$ cat config.mk
export PLATFORM = sky130hd
export DESIGN_NAME = rfsh_cbr_sched
export DESIGN_NICKNAME = d
export VERILOG_FILES = /design/src/rtl/rfsh_pkg.sv /design/src/rtl/rfsh_interval_timer.sv /design/src/rtl/rfsh_backlog.sv /design/src/rtl/rfsh_strobe_seq.sv /design/src/rtl/rfsh_cbr_sched.sv
export SDC_FILE = /design/constraint.sdc
export NUM_CORES = 1
export LEC_CHECK = 0
export ABC_AREA = 1
export BUFFER_PORTS_ARGS = -buffer_cell sky130_fd_sc_hd__buf_2
export CAP_MARGIN = 20
export CORE_MARGIN = 5
export CORE_UTILIZATION = 40
export CTS_CLUSTER_DIAMETER = 120
export DETAILED_ROUTE_END_ITERATION = 10
export GPL_ROUTABILITY_DRIVEN = 0
export GPL_TIMING_DRIVEN = 0
export MAX_ROUTING_LAYER = met4
export PLACE_DENSITY_LB_ADDON = 0.3
export SYNTH_ARGS = -nofsm -noshare
export SYNTH_HDL_FRONTEND = slang
export SYNTH_SLANG_ARGS = --single-unit
$ cat constraint.sdc
create_clock -name clk -period 3.4 [get_ports clk]
set_input_delay 0.17 -clock clk [delete_from_list [all_inputs] [get_ports clk]]
set_output_delay 0.17 -clock clk [all_outputs]
set_load 0.02 [all_outputs]
$ cat src/rtl/rfsh_pkg.sv
package rfsh_pkg;

    typedef enum logic [2:0] {
        ST_IDLE,
        ST_CAS_LEAD,
        ST_RAS_LOW,
        ST_PRECH,
        ST_SR_LEAD,
        ST_SR_HOLD,
        ST_SR_EXIT
    } seq_state_e;

    typedef struct packed {
        logic ras_n;
        logic cas_n;
        logic we_n;
    } strobe_t;

    localparam strobe_t STROBE_REST = '{ras_n: 1'b1, cas_n: 1'b1, we_n: 1'b1};

    function automatic int unsigned max2(input int unsigned a, input int unsigned b);
        return (a > b) ? a : b;
    endfunction

    function automatic int unsigned bits_for(input int unsigned v);
        return (v < 2) ? 1 : $clog2(v + 1);
    endfunction

endpackage

$ cat src/rtl/rfsh_interval_timer.sv
module rfsh_interval_timer
    import rfsh_pkg::*;
#(
    parameter int unsigned INTERVAL_CYC = 1560
) (
    input  logic clk,
    input  logic rst,
    input  logic hold_i,
    output logic tick_o
);
    localparam int unsigned TW = bits_for(INTERVAL_CYC - 1);
    localparam logic [TW-1:0] LAST = TW'(INTERVAL_CYC - 1);

    logic [TW-1:0] cnt_q;

    assign tick_o = !hold_i && (cnt_q == LAST);

    always_ff @(posedge clk) begin
        if (rst || hold_i || tick_o) begin
            cnt_q <= '0;
        end else begin
            cnt_q <= cnt_q + 1'b1;
        end
    end

    a_r11_count_in_range: assert property (@(posedge clk) disable iff (rst)
        cnt_q <= LAST);

    a_r11_restart_after_hold: assert property (@(posedge clk) disable iff (rst)
        $past(hold_i) |-> cnt_q == '0);

endmodule

$ cat src/rtl/rfsh_backlog.sv
module rfsh_backlog
    import rfsh_pkg::*;
#(
    parameter int unsigned BACKLOG_MAX = 8
) (
    input  logic                             clk,
    input  logic                             rst,
    input  logic                             slot_i,
    input  logic                             exit_i,
    input  logic                             served_i,
    output logic [bits_for(BACKLOG_MAX)-1:0] count_o,
    output logic                             nonzero_o
);
    localparam int unsigned BW = bits_for(BACKLOG_MAX);

    logic [BW-1:0] count_q;
    logic [BW+1:0] sum;
    logic [BW-1:0] count_d;

    always_comb begin
        sum = {2'b00, count_q} + (BW+2)'(slot_i || exit_i) - (BW+2)'(served_i);
        if (sum > (BW+2)'(BACKLOG_MAX)) begin
            count_d = BW'(BACKLOG_MAX);
        end else begin
            count_d = sum[BW-1:0];
        end
    end

    always_ff @(posedge clk) begin
        if (rst) begin
            count_q <= '0;
        end else begin
            count_q <= count_d;
        end
    end

    assign count_o   = count_q;
    assign nonzero_o = (count_q != '0);

    a_r3_no_overflow: assert property (@(posedge clk) disable iff (rst)
        count_q <= BW'(BACKLOG_MAX));

    a_r7_serve_needs_backlog: assert property (@(posedge clk) disable iff (rst)
        served_i |-> count_q != '0);

    a_r7_served_lowers_count: assert property (@(posedge clk) disable iff (rst)
        (served_i && !slot_i && !exit_i) |=> count_q == $past(count_q) - 1'b1);

endmodule

$ cat src/rtl/rfsh_strobe_seq.sv
module rfsh_strobe_seq
    import rfsh_pkg::*;
#(
    parameter int unsigned CSR_CYC     = 1,
    parameter int unsigned RAS_CYC     = 5,
    parameter int unsigned RP_CYC      = 4,
    parameter int unsigned SR_MIN_CYC  = 10000,
    parameter int unsigned SR_EXIT_CYC = 8
) (
    input  logic    clk,
    input  logic    rst,
    input  logic    grant_i,
    input  logic    sr_req_i,
    input  logic    pend_nz_i,
    output logic    req_o,
    output logic    own_o,
    output logic    sr_active_o,
    output logic    served_o,
    output logic    exit_o,
    output strobe_t strobe_o
);
    localparam int unsigned LMAX =
        max2(max2(max2(CSR_CYC, RAS_CYC), max2(RP_CYC, SR_MIN_CYC)), SR_EXIT_CYC);
    localparam int unsigned CW = bits_for(LMAX);

    localparam logic [CW-1:0] LD_CSR  = CW'(CSR_CYC - 1);
    localparam logic [CW-1:0] LD_RAS  = CW'(RAS_CYC - 1);
    localparam logic [CW-1:0] LD_RP   = CW'(RP_CYC - 1);
    localparam logic [CW-1:0] LD_SR   = CW'(SR_MIN_CYC - 1);
    localparam logic [CW-1:0] LD_EXIT = CW'(SR_EXIT_CYC - 1);

    seq_state_e    st_q, st_d;
    logic [CW-1:0] cnt_q, cnt_d;
    logic          cnt_zero;

    assign cnt_zero = (cnt_q == '0);

    always_comb begin
        st_d     = st_q;
        cnt_d    = cnt_zero ? '0 : cnt_q - 1'b1;
        served_o = 1'b0;
        exit_o   = 1'b0;
        unique case (st_q)
            ST_IDLE: begin
                if (grant_i && pend_nz_i) begin
                    st_d  = ST_CAS_LEAD;
                    cnt_d = LD_CSR;
                end else if (grant_i && sr_req_i) begin
                    st_d  = ST_SR_LEAD;
                    cnt_d = LD_CSR;
                end
            end
            ST_CAS_LEAD: begin
                if (cnt_zero) begin
                    st_d  = ST_RAS_LOW;
                    cnt_d = LD_RAS;
                end
            end
            ST_RAS_LOW: begin
                if (cnt_zero) begin
                    st_d     = ST_PRECH;
                    cnt_d    = LD_RP;
                    served_o = 1'b1;
                end
            end
            ST_PRECH: begin
                if (cnt_zero) begin
                    if (pend_nz_i) begin
                        st_d  = ST_CAS_LEAD;
                        cnt_d = LD_CSR;
                    end else begin
                        st_d = ST_IDLE;
                    end
                end
            end
            ST_SR_LEAD: begin
                if (cnt_zero) begin
                    st_d  = ST_SR_HOLD;
                    cnt_d = LD_SR;
                end
            end
            ST_SR_HOLD: begin
                if (cnt_zero && !sr_req_i) begin
                    st_d  = ST_SR_EXIT;
                    cnt_d = LD_EXIT;
                end
            end
            ST_SR_EXIT: begin
                if (cnt_zero) begin
                    st_d   = ST_CAS_LEAD;
                    cnt_d  = LD_CSR;
                    exit_o = 1'b1;
                end
            end
            default: begin
                st_d  = ST_IDLE;
                cnt_d = '0;
            end
        endcase
    end

    always_ff @(posedge clk) begin
        if (rst) begin
            st_q  <= ST_IDLE;
            cnt_q <= '0;
        end else begin
            st_q  <= st_d;
            cnt_q <= cnt_d;
        end
    end

    always_comb begin
        strobe_o = STROBE_REST;
        strobe_o.ras_n = !(st_q == ST_RAS_LOW || st_q == ST_SR_HOLD);
        strobe_o.cas_n = !(st_q == ST_CAS_LEAD || st_q == ST_RAS_LOW ||
                           st_q == ST_SR_LEAD  || st_q == ST_SR_HOLD);
    end

    assign own_o       = (st_q != ST_IDLE);
    assign sr_active_o = (st_q == ST_SR_LEAD || st_q == ST_SR_HOLD || st_q == ST_SR_EXIT);
    assign req_o       = (st_q == ST_IDLE) && (pend_nz_i || sr_req_i);

    // Run-length counters that let the width checks below avoid parameter-deep $past.
    int unsigned ras_low_run;
    int unsigned ras_high_run;
    always_ff @(posedge clk) begin
        if (rst) begin
            ras_low_run  <= 0;
            ras_high_run <= SR_EXIT_CYC + RP_CYC;
        end else begin
            ras_low_run  <= strobe_o.ras_n ? 0 : ras_low_run + 1;
            ras_high_run <= strobe_o.ras_n ? ras_high_run + 1 : 0;
        end
    end

    a_r5_cas_leads_ras: assert property (@(posedge clk) disable iff (rst)
        $fell(strobe_o.ras_n) |-> $past(!strobe_o.cas_n));

    a_r5_cas_covers_ras: assert property (@(posedge clk) disable iff (rst)
        !strobe_o.ras_n |-> !strobe_o.cas_n);

    a_r6_ras_width: assert property (@(posedge clk) disable iff (rst)
        ($rose(strobe_o.ras_n) && !sr_active_o) |-> ras_low_run == RAS_CYC);

    a_r6_precharge: assert property (@(posedge clk) disable iff (rst)
        ($fell(strobe_o.cas_n) && !sr_active_o) |-> ras_high_run >= RP_CYC);

    a_r9_sr_width: assert property (@(posedge clk) disable iff (rst)
        ($rose(strobe_o.ras_n) && sr_active_o) |-> ras_low_run >= SR_MIN_CYC);

    a_r9_hold_while_req: assert property (@(posedge clk) disable iff (rst)
        ($past(st_q == ST_SR_HOLD) && $past(sr_req_i)) |-> st_q == ST_SR_HOLD);

endmodule

$ cat src/rtl/rfsh_cbr_sched.sv
module rfsh_cbr_sched
    import rfsh_pkg::*;
#(
    parameter int unsigned INTERVAL_CYC = 1560,
    parameter int unsigned CSR_CYC      = 1,
    parameter int unsigned RAS_CYC      = 5,
    parameter int unsigned RP_CYC       = 4,
    parameter int unsigned SR_MIN_CYC   = 10000,
    parameter int unsigned SR_EXIT_CYC  = 8,
    parameter int unsigned BACKLOG_MAX  = 8
) (
    input  logic                             clk,
    input  logic                             rst,
    input  logic                             grant_i,
    input  logic                             sr_req_i,
    output logic                             req_o,
    output logic                             own_o,
    output logic                             sr_active_o,
    output logic [$clog2(BACKLOG_MAX+1)-1:0] backlog_o,
    output logic                             ras_n_o,
    output logic                             cas_n_o,
    output logic                             we_n_o
);
    localparam int unsigned BW = bits_for(BACKLOG_MAX);

    logic          slot;
    logic          served;
    logic          sr_exit;
    logic          pend_nz;
    logic          sr_busy;
    logic [BW-1:0] count;
    strobe_t       strobe;

    rfsh_interval_timer #(
        .INTERVAL_CYC(INTERVAL_CYC)
    ) i_timer (
        .clk   (clk),
        .rst   (rst),
        .hold_i(sr_busy),
        .tick_o(slot)
    );

    rfsh_backlog #(
        .BACKLOG_MAX(BACKLOG_MAX)
    ) i_backlog (
        .clk      (clk),
        .rst      (rst),
        .slot_i   (slot),
        .exit_i   (sr_exit),
        .served_i (served),
        .count_o  (count),
        .nonzero_o(pend_nz)
    );

    rfsh_strobe_seq #(
        .CSR_CYC    (CSR_CYC),
        .RAS_CYC    (RAS_CYC),
        .RP_CYC     (RP_CYC),
        .SR_MIN_CYC (SR_MIN_CYC),
        .SR_EXIT_CYC(SR_EXIT_CYC)
    ) i_seq (
        .clk        (clk),
        .rst        (rst),
        .grant_i    (grant_i),
        .sr_req_i   (sr_req_i),
        .pend_nz_i  (pend_nz),
        .req_o      (req_o),
        .own_o      (own_o),
        .sr_active_o(sr_busy),
        .served_o   (served),
        .exit_o     (sr_exit),
        .strobe_o   (strobe)
    );

    assign sr_active_o = sr_busy;
    assign backlog_o   = count;
    assign ras_n_o     = strobe.ras_n;
    assign cas_n_o     = strobe.cas_n;
    assign we_n_o      = strobe.we_n;

    a_r4_own_needs_grant: assert property (@(posedge clk) disable iff (rst)
        $rose(own_o) |-> $past(grant_i));

    a_r8_sr_needs_empty: assert property (@(posedge clk) disable iff (rst)
        $rose(sr_active_o) |-> $past(count == '0));

    a_r11_timer_frozen: assert property (@(posedge clk) disable iff (rst)
        sr_active_o |-> !slot);

    a_r10_one_refresh_after_exit: assert property (@(posedge clk) disable iff (rst)
        sr_exit |=> (own_o && !cas_n_o && ras_n_o));

endmodule

==> impl_metrics.csv <==
group,metric,value,unit
outcome,status,"finished clean",
cells_and_area,fin_nets,303,
synthesis,synth_cell_types,35,
synthesis,avgSynthCellArea,6.78,sq um
power_and_ir_drop,seq_power_share,29.6,%
job,max-cap-violations,0,
synthesis,seq_area_frac_synth,34.5,%
power_and_ir_drop,swShare,45.8,%
hold_path,min-delay-start,"rst",
timing,hold_viol_final,0,
clock_tree,cts_made_buffers,5,
cells_and_area,regArea,641,sq um
timing,final.setup.worst_slack,0.652,ns
clock_tree,clock_latency,0.28,ns
clock_tree,cts_buffer_depth,2,
clock_tree,cts_resized,0,
synthesis,netlist_instances,274,
cells_and_area,final_util,46.9,%
timing,rsz0062_at_grt,"false",
clock_tree,h-tree-depth,2,
timing,fmax,364,MHz
grt,overflow,0,
grt,track_usage,12.8,%
power_and_ir_drop,pwr-share-clk,16.4,%
power_and_ir_drop,ir_drop,0.000440,V
grt,antenna_found_initial,0,
critical_path,worstSetupPathType,"reg2reg",
route,firstDrtPassIters,4,
timing,min_period,2.75,ns
die,die_w,78.1,microns
synthesis,yosys-top-cells-count,"nand2_1 (53), nor2_1 (52), inv_1 (37)",
die,die_height,78.1,microns
cells_and_area,nFillCells,456,
place,io_buffers,12,
route,via_count,1618,
synthesis,synth_area_leader_cell,"dfxtp_1",
die,fp-row-count,24,
route,route.detailed.drc,0,
route,routed_wl,3470,microns
place,dp_slack,0.654,ns
cells_and_area,areaGrowthSynthToFinish,11.6,%
route,antenna_left,0,
synthesis,synth_top_area_share,34.5,%
route,post_drt_wl_per_cell,10.0,microns
die,io_pins,14,
cells_and_area,drive_above_1_share,10.9,%
synthesis,synthesis.nets,284,
hold_path,hold_path.class,"in2reg",
clock_tree,path_clk_slew,0.07,ns
clock_tree,holdBufCountCts,0,
timing,hold_slack,0.242,ns
timing,setup_viol,0,
place,place_inst,338,
grt,grt_pass1_vias,1572,
clock_tree,clock_sinks,32,
route,viasPerCell,4.68,
die,dieArea,6100,sq um
critical_path,startpoint,"i_seq.cnt_q[0]$_SDFF_PP0_",
timing,maxSlewViolCount,0,
power_and_ir_drop,power_density,876,nW/um^2
die,start_util,42.1,%
grt,grt_pass1_wl,6410,microns
critical_path,rr_startpoint,"i_seq.cnt_q[0]$_SDFF_PP0_",
synthesis,synth.most_common_cell,"nand2_1",
synthesis,synth_edf_count,0,
clock_tree,tritoncts,"done",
power_and_ir_drop,p_switching,832,uW
synthesis,yosysWarningCount,0,
timing,finClkSkew,0.00385,ns
timing,period_share,80.8,%
grt,grt_max_degree,11,
synthesis,synth_area_leaders,"dfxtp_1 (35%), nand2_1 (11%), nor2_1 (11%)",
power_and_ir_drop,p_int,984,uW
synthesis,netlist_area,1860,sq um
synthesis,synth_ff_type,"dfxtp_1",
critical_path,arrival,2.96,ns
critical_path,path_max_fanout,10,
power_and_ir_drop,p_leak,0.000992,uW
die,coreArea,4410,sq um
cells_and_area,multi_input_area,1040,sq um
place,place_hpwl,2720,microns
route,drtIter0Drc,65,
cells_and_area,layout.cells.non_filler,346,
critical_path,startpoint_type,"flop",
timing,fin_tns_setup,0,ns
synthesis,synthArstFlopShare,0,%
critical_path,endpoint_kind,"flop",
cells_and_area,antenna_cells,0,
clock_tree,post-cts-setup-buffers,0,
critical_path,cp.required,3.62,ns
power_and_ir_drop,pwr-share-comb,53.9,%
synthesis,ys_ff_latch,32,
clock_tree,cts-root-buf,"clkbuf_8",
## power groups by stage
| stage | sequential [uW] | combinational, uW | clock [uW] |
|---|---|---|---|
| final | 538 | 980 | 299 |
| after global routing | 552 | 1130 | 325 |
| after CTS | 538 | 988 | 308 |
| after detailed placement | 546 | 984 | 0 |
| after global placement | 545 | 980 | 0 |
| after floorplan | 543 | 791 | 0 |
## layout by cell type (no fill, tap or decap), drive strengths merged
master  instances
a21boi          1
a21oi          16
a31oi           2
and3            1
buf            15
clkbuf          8
clkinv          1
conb            1
dfxtp          32
ha              6
inv            39
nand2          56
nand3          24
nand3b          2
nand4           3
nor2           55
nor3            4
nor4            3
o211ai          1
o21ai           7
or2             2
xnor2           2
xor2           13
## area by class of cell
type | count | share of cell area, %
multi-input cells | 199 | 50.3
plain buffers | 3 | 1.15
inverters | 40 | 7.25
well taps | 52 | 3.14
flip-flops and latches | 32 | 30.9
clock buffers | 8 | 4.35
repair buffers | 12 | 2.90
## sequential cells by signal, summed over array words and instances, names as in the netlist
| register | count |
|---|---|
| i_seq.cnt_q | 14 |
| i_backlog.count_o | 4 |
| i_seq.st_q | 3 |
| i_timer.cnt_q | 11 |
## worst max-delay path, cell delays in order, from the launching register on
cell and delay [ns]:
dfxtp_1 0.30, inv_1 0.11, ha_1 0.28, nand2_4 0.10
nor2_8 0.15, nand2_2 0.09, buf_6 0.15, o21ai_0 0.17
ha_1 0.20, ha_1 0.22, inv_1 0.07, ha_1 0.16
nand2_1 0.08, o21ai_0 0.16, a21boi_1 0.21, nand3_1 0.13
nor2_1 0.11
## per-stage QoR
stage / instance area, sq um / power (uW)
after detailed placement: 1980 / 1530
after global routing: 2070 / 2000
after floorplan: 1860 / 1330
after CTS: 2070 / 1830
final: 2070 / 1820
after global placement: 1980 / 1520
## logic make-up after synthesis
logic type,after synthesis,synth area share [%]
AO/OA/AOI/OAI,27,8.29
XOR/XNOR,15,7.08
adder cells (fa/ha/maj),6,4.04
buffers and inverters,43,9.37
flip-flops,32,34.5
other,1,0.202
AND/OR/NAND/NOR,150,36.5
## path summary, 6_finish.rpt
check | depth (start not counted) | to | slack (ns)
worst min register to register | 1 | i_timer.cnt_q[0]$_SDFF_PP0_ | 0.47
worst max register to register | 16 | i_backlog.count_o[2]$_SDFF_PP0_ | 0.65
worst min-delay path | 4 | i_backlog.count_o[3]$_SDFF_PP0_ | 0.24
worst max-delay path | 16 | i_backlog.count_o[2]$_SDFF_PP0_ | 0.65
## layer usage
| layer | vias to the layer above | share of wire (%) | track usage (%) |
|---|---|---|---|
| met5 | - | 0 | - |
| met4 | 0 | 1.1 | 3.55 |
| met3 | 5 | 3.2 | 3.43 |
| met2 | 18 | 47 | 20.4 |
| met1 | 694 | 49 | 16.1 |
| li1 | 901 | - | - |
Power figures use the tool's default switching activity.
